==> config.mk <==
export PLATFORM = sky130hd
export DESIGN_NAME = enc_region_matcher
export DESIGN_NICKNAME = d
export VERILOG_FILES = /design/src/rtl/enc_rm_pkg.sv /design/src/rtl/enc_rm_region.sv /design/src/rtl/enc_rm_match.sv /design/src/rtl/enc_region_matcher.sv
export SDC_FILE = /design/constraint.sdc
export NUM_CORES = 1
export LEC_CHECK = 0
export CORE_ASPECT_RATIO = 0.5
export CORE_MARGIN = 5
export CORE_UTILIZATION = 55
export DETAILED_ROUTE_END_ITERATION = 7
export DONT_BUFFER_PORTS = 1
export GPL_ROUTABILITY_DRIVEN = 0
export GPL_TIMING_DRIVEN = 0
export MAX_ROUTING_LAYER = met4
export PLACE_DENSITY = 0.84
export SETUP_SLACK_MARGIN = 0.5
export SYNTH_ARGS = -nofsm -noshare
export SYNTH_HDL_FRONTEND = slang
export SYNTH_HIERARCHICAL = 1
export SYNTH_SLANG_ARGS = --single-unit
==> constraint.sdc <==
create_clock -name clk -period 3.1 [get_ports clk]
set_clock_uncertainty 0.1 [all_clocks]
set_input_delay 0.31 -clock clk [delete_from_list [all_inputs] [get_ports clk]]
set_output_delay 0.31 -clock clk [all_outputs]
set_load 0.005 [all_outputs]
==> src/rtl/enc_rm_pkg.sv <==
package enc_rm_pkg;

  typedef enum logic [2:0] {
    SEL_BOT    = 3'd0,
    SEL_TOP    = 3'd1,
    SEL_ATTR   = 3'd2,
    SEL_DCTL   = 3'd3,
    SEL_GLOBAL = 3'd4,
    SEL_FREEZE = 3'd5
  } cfg_sel_e;

  // attribute word, bit 0 is valid, bit 5 is encrypt
  typedef struct packed {
    logic encrypt;
    logic xonly;
    logic safebox;
    logic sandbox;
    logic debug;
    logic valid;
  } attr_t;

  localparam int unsigned ATTR_W   = 6;
  localparam int unsigned GRAN_LSB = 3;   // 8-byte bound granularity
  localparam int unsigned FRZ_BOT  = 0;
  localparam int unsigned FRZ_TOP  = 1;
  localparam int unsigned FRZ_ATTR = 2;
  localparam int unsigned FRZ_W    = 3;

endpackage

==> src/rtl/enc_rm_region.sv <==
module enc_rm_region
  import enc_rm_pkg::*;
#(
  parameter int unsigned ADDR_W      = 32,
  parameter int unsigned NUM_DOMAINS = 2,
  parameter int unsigned DOM_W       = 1,
  localparam int unsigned BW         = ADDR_W - GRAN_LSB
) (
  input  logic                   clk,
  input  logic                   rst_n,
  input  logic                   wr_en,
  input  cfg_sel_e               sel,
  input  logic [DOM_W-1:0]       dom,
  input  logic [ADDR_W-1:0]      wdata,
  output logic [BW-1:0]          bot,
  output logic [BW-1:0]          top,
  output attr_t                  attr,
  output logic [FRZ_W-1:0]       frz,
  output logic [NUM_DOMAINS-1:0] dfrz
);

  logic [BW-1:0]          bot_q, bot_d, top_q, top_d;
  attr_t                  attr_q, attr_d;
  logic [FRZ_W-1:0]       frz_q, frz_d;
  logic [NUM_DOMAINS-1:0] dwd_q, dwd_d, dfrz_q, dfrz_d;
  logic                   blocked, aligned;
  logic                   bot_en, top_en, attr_en, frz_en, dctl_en;

  // write qualification
  always_comb begin
    blocked = 1'b0;
    for (int d = 0; d < NUM_DOMAINS; d++) begin
      if (dom == DOM_W'(d) && dwd_q[d]) blocked = 1'b1;
    end
    aligned = (wdata[GRAN_LSB-1:0] == '0);
    bot_en  = wr_en && (sel == SEL_BOT)    && aligned && !frz_q[FRZ_BOT]  && !blocked;
    top_en  = wr_en && (sel == SEL_TOP)    && aligned && !frz_q[FRZ_TOP]  && !blocked;
    attr_en = wr_en && (sel == SEL_ATTR)   && !frz_q[FRZ_ATTR] && !blocked;
    frz_en  = wr_en && (sel == SEL_FREEZE) && !blocked;
    dctl_en = wr_en && (sel == SEL_DCTL);
  end

  // next state
  always_comb begin
    bot_d  = wdata[ADDR_W-1:GRAN_LSB];
    top_d  = wdata[ADDR_W-1:GRAN_LSB];
    attr_d = attr_t'(wdata[ATTR_W-1:0]);
    frz_d  = frz_q | wdata[FRZ_W-1:0];
    dwd_d  = dwd_q;
    dfrz_d = dfrz_q;
    for (int d = 0; d < NUM_DOMAINS; d++) begin
      if (dctl_en && dom == DOM_W'(d) && !dfrz_q[d]) begin
        dwd_d[d]  = wdata[0];
        dfrz_d[d] = wdata[1];
      end
    end
  end

  // registers with explicit enables
  always_ff @(posedge clk or negedge rst_n) begin
    if (!rst_n) begin
      bot_q  <= '0;
      top_q  <= '0;
      attr_q <= '0;
      frz_q  <= '0;
      dwd_q  <= '0;
      dfrz_q <= '0;
    end else begin
      if (bot_en)  bot_q  <= bot_d;
      if (top_en)  top_q  <= top_d;
      if (attr_en) attr_q <= attr_d;
      if (frz_en)  frz_q  <= frz_d;
      if (dctl_en) begin
        dwd_q  <= dwd_d;
        dfrz_q <= dfrz_d;
      end
    end
  end

  assign bot  = bot_q;
  assign top  = top_q;
  assign attr = attr_q;
  assign frz  = frz_q;
  assign dfrz = dfrz_q;

endmodule

==> src/rtl/enc_rm_match.sv <==
module enc_rm_match
  import enc_rm_pkg::*;
#(
  parameter int unsigned NUM_REGIONS = 8,
  parameter int unsigned BW          = 29,
  parameter int unsigned IDX_W       = 3
) (
  input  logic [BW-1:0] addr_g,
  input  logic          global_en,
  input  logic [BW-1:0] bot  [NUM_REGIONS],
  input  logic [BW-1:0] top  [NUM_REGIONS],
  input  attr_t         attr [NUM_REGIONS],
  output logic          hit,
  output logic [IDX_W-1:0] idx,
  output attr_t         win_attr
);

  logic [NUM_REGIONS-1:0] in_rng;

  for (genvar r = 0; r < NUM_REGIONS; r++) begin : g_cmp
    assign in_rng[r] = global_en && attr[r].valid &&
                       (addr_g >= bot[r]) && (addr_g < top[r]);
  end

  // priority: walk downward so the lowest index is the last to win
  always_comb begin
    hit      = 1'b0;
    idx      = '0;
    win_attr = '0;
    for (int r = NUM_REGIONS - 1; r >= 0; r--) begin
      if (in_rng[r]) begin
        hit      = 1'b1;
        idx      = IDX_W'(r);
        win_attr = attr[r];
      end
    end
  end

endmodule

==> src/rtl/enc_region_matcher.sv <==
module enc_region_matcher
  import enc_rm_pkg::*;
#(
  parameter int unsigned NUM_REGIONS = 8,
  parameter int unsigned ADDR_W      = 32,
  parameter int unsigned NUM_DOMAINS = 2,
  localparam int unsigned IDX_W      = $clog2(NUM_REGIONS),
  localparam int unsigned DOM_W      = (NUM_DOMAINS > 1) ? $clog2(NUM_DOMAINS) : 1,
  localparam int unsigned BW         = ADDR_W - GRAN_LSB
) (
  input  logic              clk,
  input  logic              rst_n,
  input  logic              cfg_we,
  input  logic [2:0]        cfg_sel,
  input  logic [IDX_W-1:0]  cfg_region,
  input  logic [DOM_W-1:0]  cfg_domain,
  input  logic [ADDR_W-1:0] cfg_wdata,
  output logic              cfg_err,
  input  logic [ADDR_W-1:0] lookup_addr,
  output logic              hit,
  output logic [IDX_W-1:0]  hit_region,
  output logic              hit_encrypt,
  output logic [3:0]        hit_attr
);

  cfg_sel_e sel_e;
  assign sel_e = cfg_sel_e'(cfg_sel);

  logic [BW-1:0] bot  [NUM_REGIONS];
  logic [BW-1:0] top  [NUM_REGIONS];
  attr_t         attr [NUM_REGIONS];
  logic [NUM_REGIONS*FRZ_W-1:0]       lock_flat;
  logic [NUM_REGIONS*NUM_DOMAINS-1:0] dlock_flat;

  for (genvar r = 0; r < NUM_REGIONS; r++) begin : g_reg
    logic wr_r;
    assign wr_r = cfg_we && (cfg_region == IDX_W'(r));
    enc_rm_region #(
      .ADDR_W      (ADDR_W),
      .NUM_DOMAINS (NUM_DOMAINS),
      .DOM_W       (DOM_W)
    ) u_region (
      .clk   (clk),
      .rst_n (rst_n),
      .wr_en (wr_r),
      .sel   (sel_e),
      .dom   (cfg_domain),
      .wdata (cfg_wdata),
      .bot   (bot[r]),
      .top   (top[r]),
      .attr  (attr[r]),
      .frz   (lock_flat[r*FRZ_W +: FRZ_W]),
      .dfrz  (dlock_flat[r*NUM_DOMAINS +: NUM_DOMAINS])
    );
  end

  // global enable
  logic glob_q, glob_d, glob_en;
  assign glob_en = cfg_we && (sel_e == SEL_GLOBAL);
  assign glob_d  = cfg_wdata[0];

  // misaligned bound detection
  logic err_q, err_d;
  assign err_d = cfg_we && ((sel_e == SEL_BOT) || (sel_e == SEL_TOP)) &&
                 (cfg_wdata[GRAN_LSB-1:0] != '0);

  // combinational match
  logic             m_hit;
  logic [IDX_W-1:0] m_idx;
  attr_t            m_attr;

  enc_rm_match #(
    .NUM_REGIONS (NUM_REGIONS),
    .BW          (BW),
    .IDX_W       (IDX_W)
  ) u_match (
    .addr_g    (lookup_addr[ADDR_W-1:GRAN_LSB]),
    .global_en (glob_q),
    .bot       (bot),
    .top       (top),
    .attr      (attr),
    .hit       (m_hit),
    .idx       (m_idx),
    .win_attr  (m_attr)
  );

  // output next state
  logic             hit_q, hit_d, enc_q, enc_d;
  logic [IDX_W-1:0] idx_q, idx_d;
  logic [3:0]       attr_q, attr_d;

  always_comb begin
    hit_d  = m_hit;
    idx_d  = m_hit ? m_idx : '0;
    enc_d  = m_hit && m_attr.encrypt;
    attr_d = m_hit ? {m_attr.xonly, m_attr.safebox, m_attr.sandbox, m_attr.debug} : 4'h0;
  end

  always_ff @(posedge clk or negedge rst_n) begin
    if (!rst_n) begin
      glob_q <= 1'b0;
      err_q  <= 1'b0;
      hit_q  <= 1'b0;
      idx_q  <= '0;
      enc_q  <= 1'b0;
      attr_q <= '0;
    end else begin
      if (glob_en) glob_q <= glob_d;
      err_q  <= err_d;
      hit_q  <= hit_d;
      idx_q  <= idx_d;
      enc_q  <= enc_d;
      attr_q <= attr_d;
    end
  end

  assign cfg_err     = err_q;
  assign hit         = hit_q;
  assign hit_region  = idx_q;
  assign hit_encrypt = enc_q;
  assign hit_attr    = attr_q;

endmodule

==> impl_metrics.csv <==
group,metric,value,unit
sta,layout_setup_ws,-0.383,ns
final_layout,nets,3669,
detailed_routing,wl_met1,38600,microns
pwr,p_leak,0.0183,uW
detailed_routing,drt-wirelength-per-cell,25.0,microns
cts,cts_root_buf,"clkbuf_16",
pwr,internal_power,12500,uW
sta,min_period,3.48,ns
detailed_routing,drtPass1Iterations,6,
cts,cts_sinks,579,
sta,max_freq,0.287,GHz
grt,antenna_found_initial,3,
critical_path,reg2regPathDepth,12,
die,pin_count,84,
critical_path,path_max_fanout,5,
cts,ctsHoldBuffers,50,
cts,ctsLongestPathBuffers,3,
pwr,p_sw,4300,uW
final_layout,utilization,62.8,%
cts,tritoncts,"yes",
sta,worst_pin_slew,1.84,ns
sta,rsz0062_at_grt,"yes",
cts,clkLatencyLatePin,0.61,ns
detailed_routing,wl_met2,45000,microns
grt,grt.overflow.total,0,
synth,yosysWarningCount,6,
flow_run,cap_viol_max_count,0,
detailed_routing,ant_nets,0,
grt,grt_max_degree,580,
outcome,status,"finished with violations",
cts,h-tree-depth,2,
final_layout,final_cell_mix,"579 x dfrtp_1, 466 x inv_1, 448 x ha_1",
detailed_routing,top_layer,"met4",
critical_path,required,3.50,ns
sta,fin_tns_setup,-3.21,ns
critical_path,cp_slowest_stage_delay,0.46,ns
die,initial_core_util,55.7,%
pwr,p_comb_share,11.9,%
critical_path,startpoint_type,"register",
pwr,sw_frac_of_total,25.6,%
detailed_routing,avgViaCountPerCell,6.39,
synth,syn_nets,3536,
placement,io_buffers,0,
final_layout,n_fill_cell,4218,
final_layout,final_cell_area,0.0385,sq mm
pwr,clockPowerShare,40.0,%
outcome,violations,"hold timing, slew limit, setup timing",
final_layout,area_growth,12.6,%
placement,placed_area,0.0352,sq mm
cts,cts_buffers,53,
sta,period_share,112,%
sta,slew_viol_final,370,
sta,finalHoldWorstSlack,-0.664,ns
detailed_routing,wl,100000,microns
synth,syn_area,0.0342,sq mm
grt,grt_pass1_vias,26300,
grt,globalRouteTotalUtil,29.1,%
detailed_routing,drc,0,
die,dieWidth,363,microns
detailed_routing,initialDrtViolationCount,2716,
critical_path,critPathCaptureType,"register",
critical_path,cp_top_family,"simple AND/OR/NAND/NOR gates",
die,rows,64,
die,core-area,0.0613,sq mm
pwr,ir_drop,395,uV
sta,setup_viol,9,
detailed_routing,met3_length,10400,microns
pwr,powerDensity,436,mW/mm^2
critical_path,cp.depth,12,
critical_path,crit_chain,"inv_1 -> ha_4 -> nand4_1 -> nor3_4 -> a221o_1 -> a2111oi_4 -> o21ai_2 -> o21a_1 -> or2_4 -> buf_6 -> or3b_4 -> and2_1",
sta,maxSlewHeadroom,-22.9,%
critical_path,critPathBufInv,2,
placement,dp_slack,-1.66,ns
die,die_h,186,microns
synth,syn_inst,3006,
final_layout,final_common_cell,"dfrtp_1",
grt,grt_pass1_wl,150000,microns
sta,finalHoldViolations,579,
critical_path,cp_slowest_cell,"a2111oi_4",
cts,clkTransAtPathRegs,0.07,ns
critical_path,critPathKind,"register to register",
detailed_routing,vias,25600,
min_path,min_path_type,"input port to async pin",
pwr,pwr-share-seq,48.1,%
critical_path,worstPathArrival,3.88,ns
die,die-area,0.0676,sq mm
synth,syn_area_per_cell,11.4,sq um
placement,dp_hpwl,61900,microns
final_layout,drive_gt1_share,25.4,%
-- per-stage QoR --
step / instances / total power, uW
after floorplan: 3006 / 9280
after global placement: 3831 / 9550
after detailed placement: 3833 / 9690
after CTS: 3993 / 16600
after global routing: 4007 / 17300
final: 4007 / 16800
-- registers in the layout (all words and copies together), names as in the netlist, 3 cells and up --
signal and flops:
g.u_region/bot 232, g.u_region/top 232, g.u_region/attr 48, g.u_region/frz 24
g.u_region/dfrz 16, g.u_region/dwd_q 16, hit_attr 4, hit_region 3
-- path summary, 6_finish.rpt --
kind	from	end	slack, ns
setup / recovery	g_reg[2].u_region/bot[15]$_DFFE_PN0P_	hit_attr[0]$_DFF_PN0_	-0.38
hold / removal	rst_n	g_reg[6].u_region/top[3]$_DFFE_PN0P_	-0.66
setup reg to reg	g_reg[2].u_region/bot[15]$_DFFE_PN0P_	hit_attr[0]$_DFF_PN0_	-0.38
hold reg to reg	g_reg[4].u_region/frz[1]$_DFFE_PN0P_	g_reg[4].u_region/frz[1]$_DFFE_PN0P_	0.35
max in group asynchronous	rst_n	g_reg[7].u_region/bot[23]$_DFFE_PN0P_	2.13
min in group clk	cfg_sel[2]	g_reg[7].u_region/dfrz[0]$_DFFE_PN0P_	0.01
-- power by group through the flow --
stage | combinational, uW | clock [uW] | sequential, uW
floorplan | 1140 | 0 | 8140
global placement | 1380 | 0 | 8170
detailed placement | 1500 | 0 | 8190
CTS | 1830 | 6720 | 8060
global route | 2160 | 7070 | 8100
finish | 2000 | 6710 | 8070
-- final cells by class --
cell class / instances / area [sq um] / share of cell area, %
buffer: 56 / 443 / 1.15
clock inverter: 18 / 203 / 0.526
tap: 825 / 1030 / 2.68
timing repair buffer: 77 / 748 / 1.94
multi-input combinational: 1901 / 18300 / 47.5
clock buffer: 77 / 1540 / 3.99
sequential: 579 / 14500 / 37.6
inverter: 471 / 1770 / 4.59
antenna: 3 / 7.51 / 0.0195
-- timing repair --
action | CTS | global route
buffers inserted | 13 | 11
endpoints found under the setup margin | 9 | 9
pin swaps | 34 | 28
resized for setup | 78 | 71
gates cloned | 2 | 0
endpoints found under the hold margin | 1149 | 579
-- routing by layer --
metal  up-vias  track usage (%)
met4         0             14.5
met3       389             6.95
li1      11000                -
met2      1370             44.5
met1     12900             36.3
met5         -                -
Power figures use the tool's default switching activity.
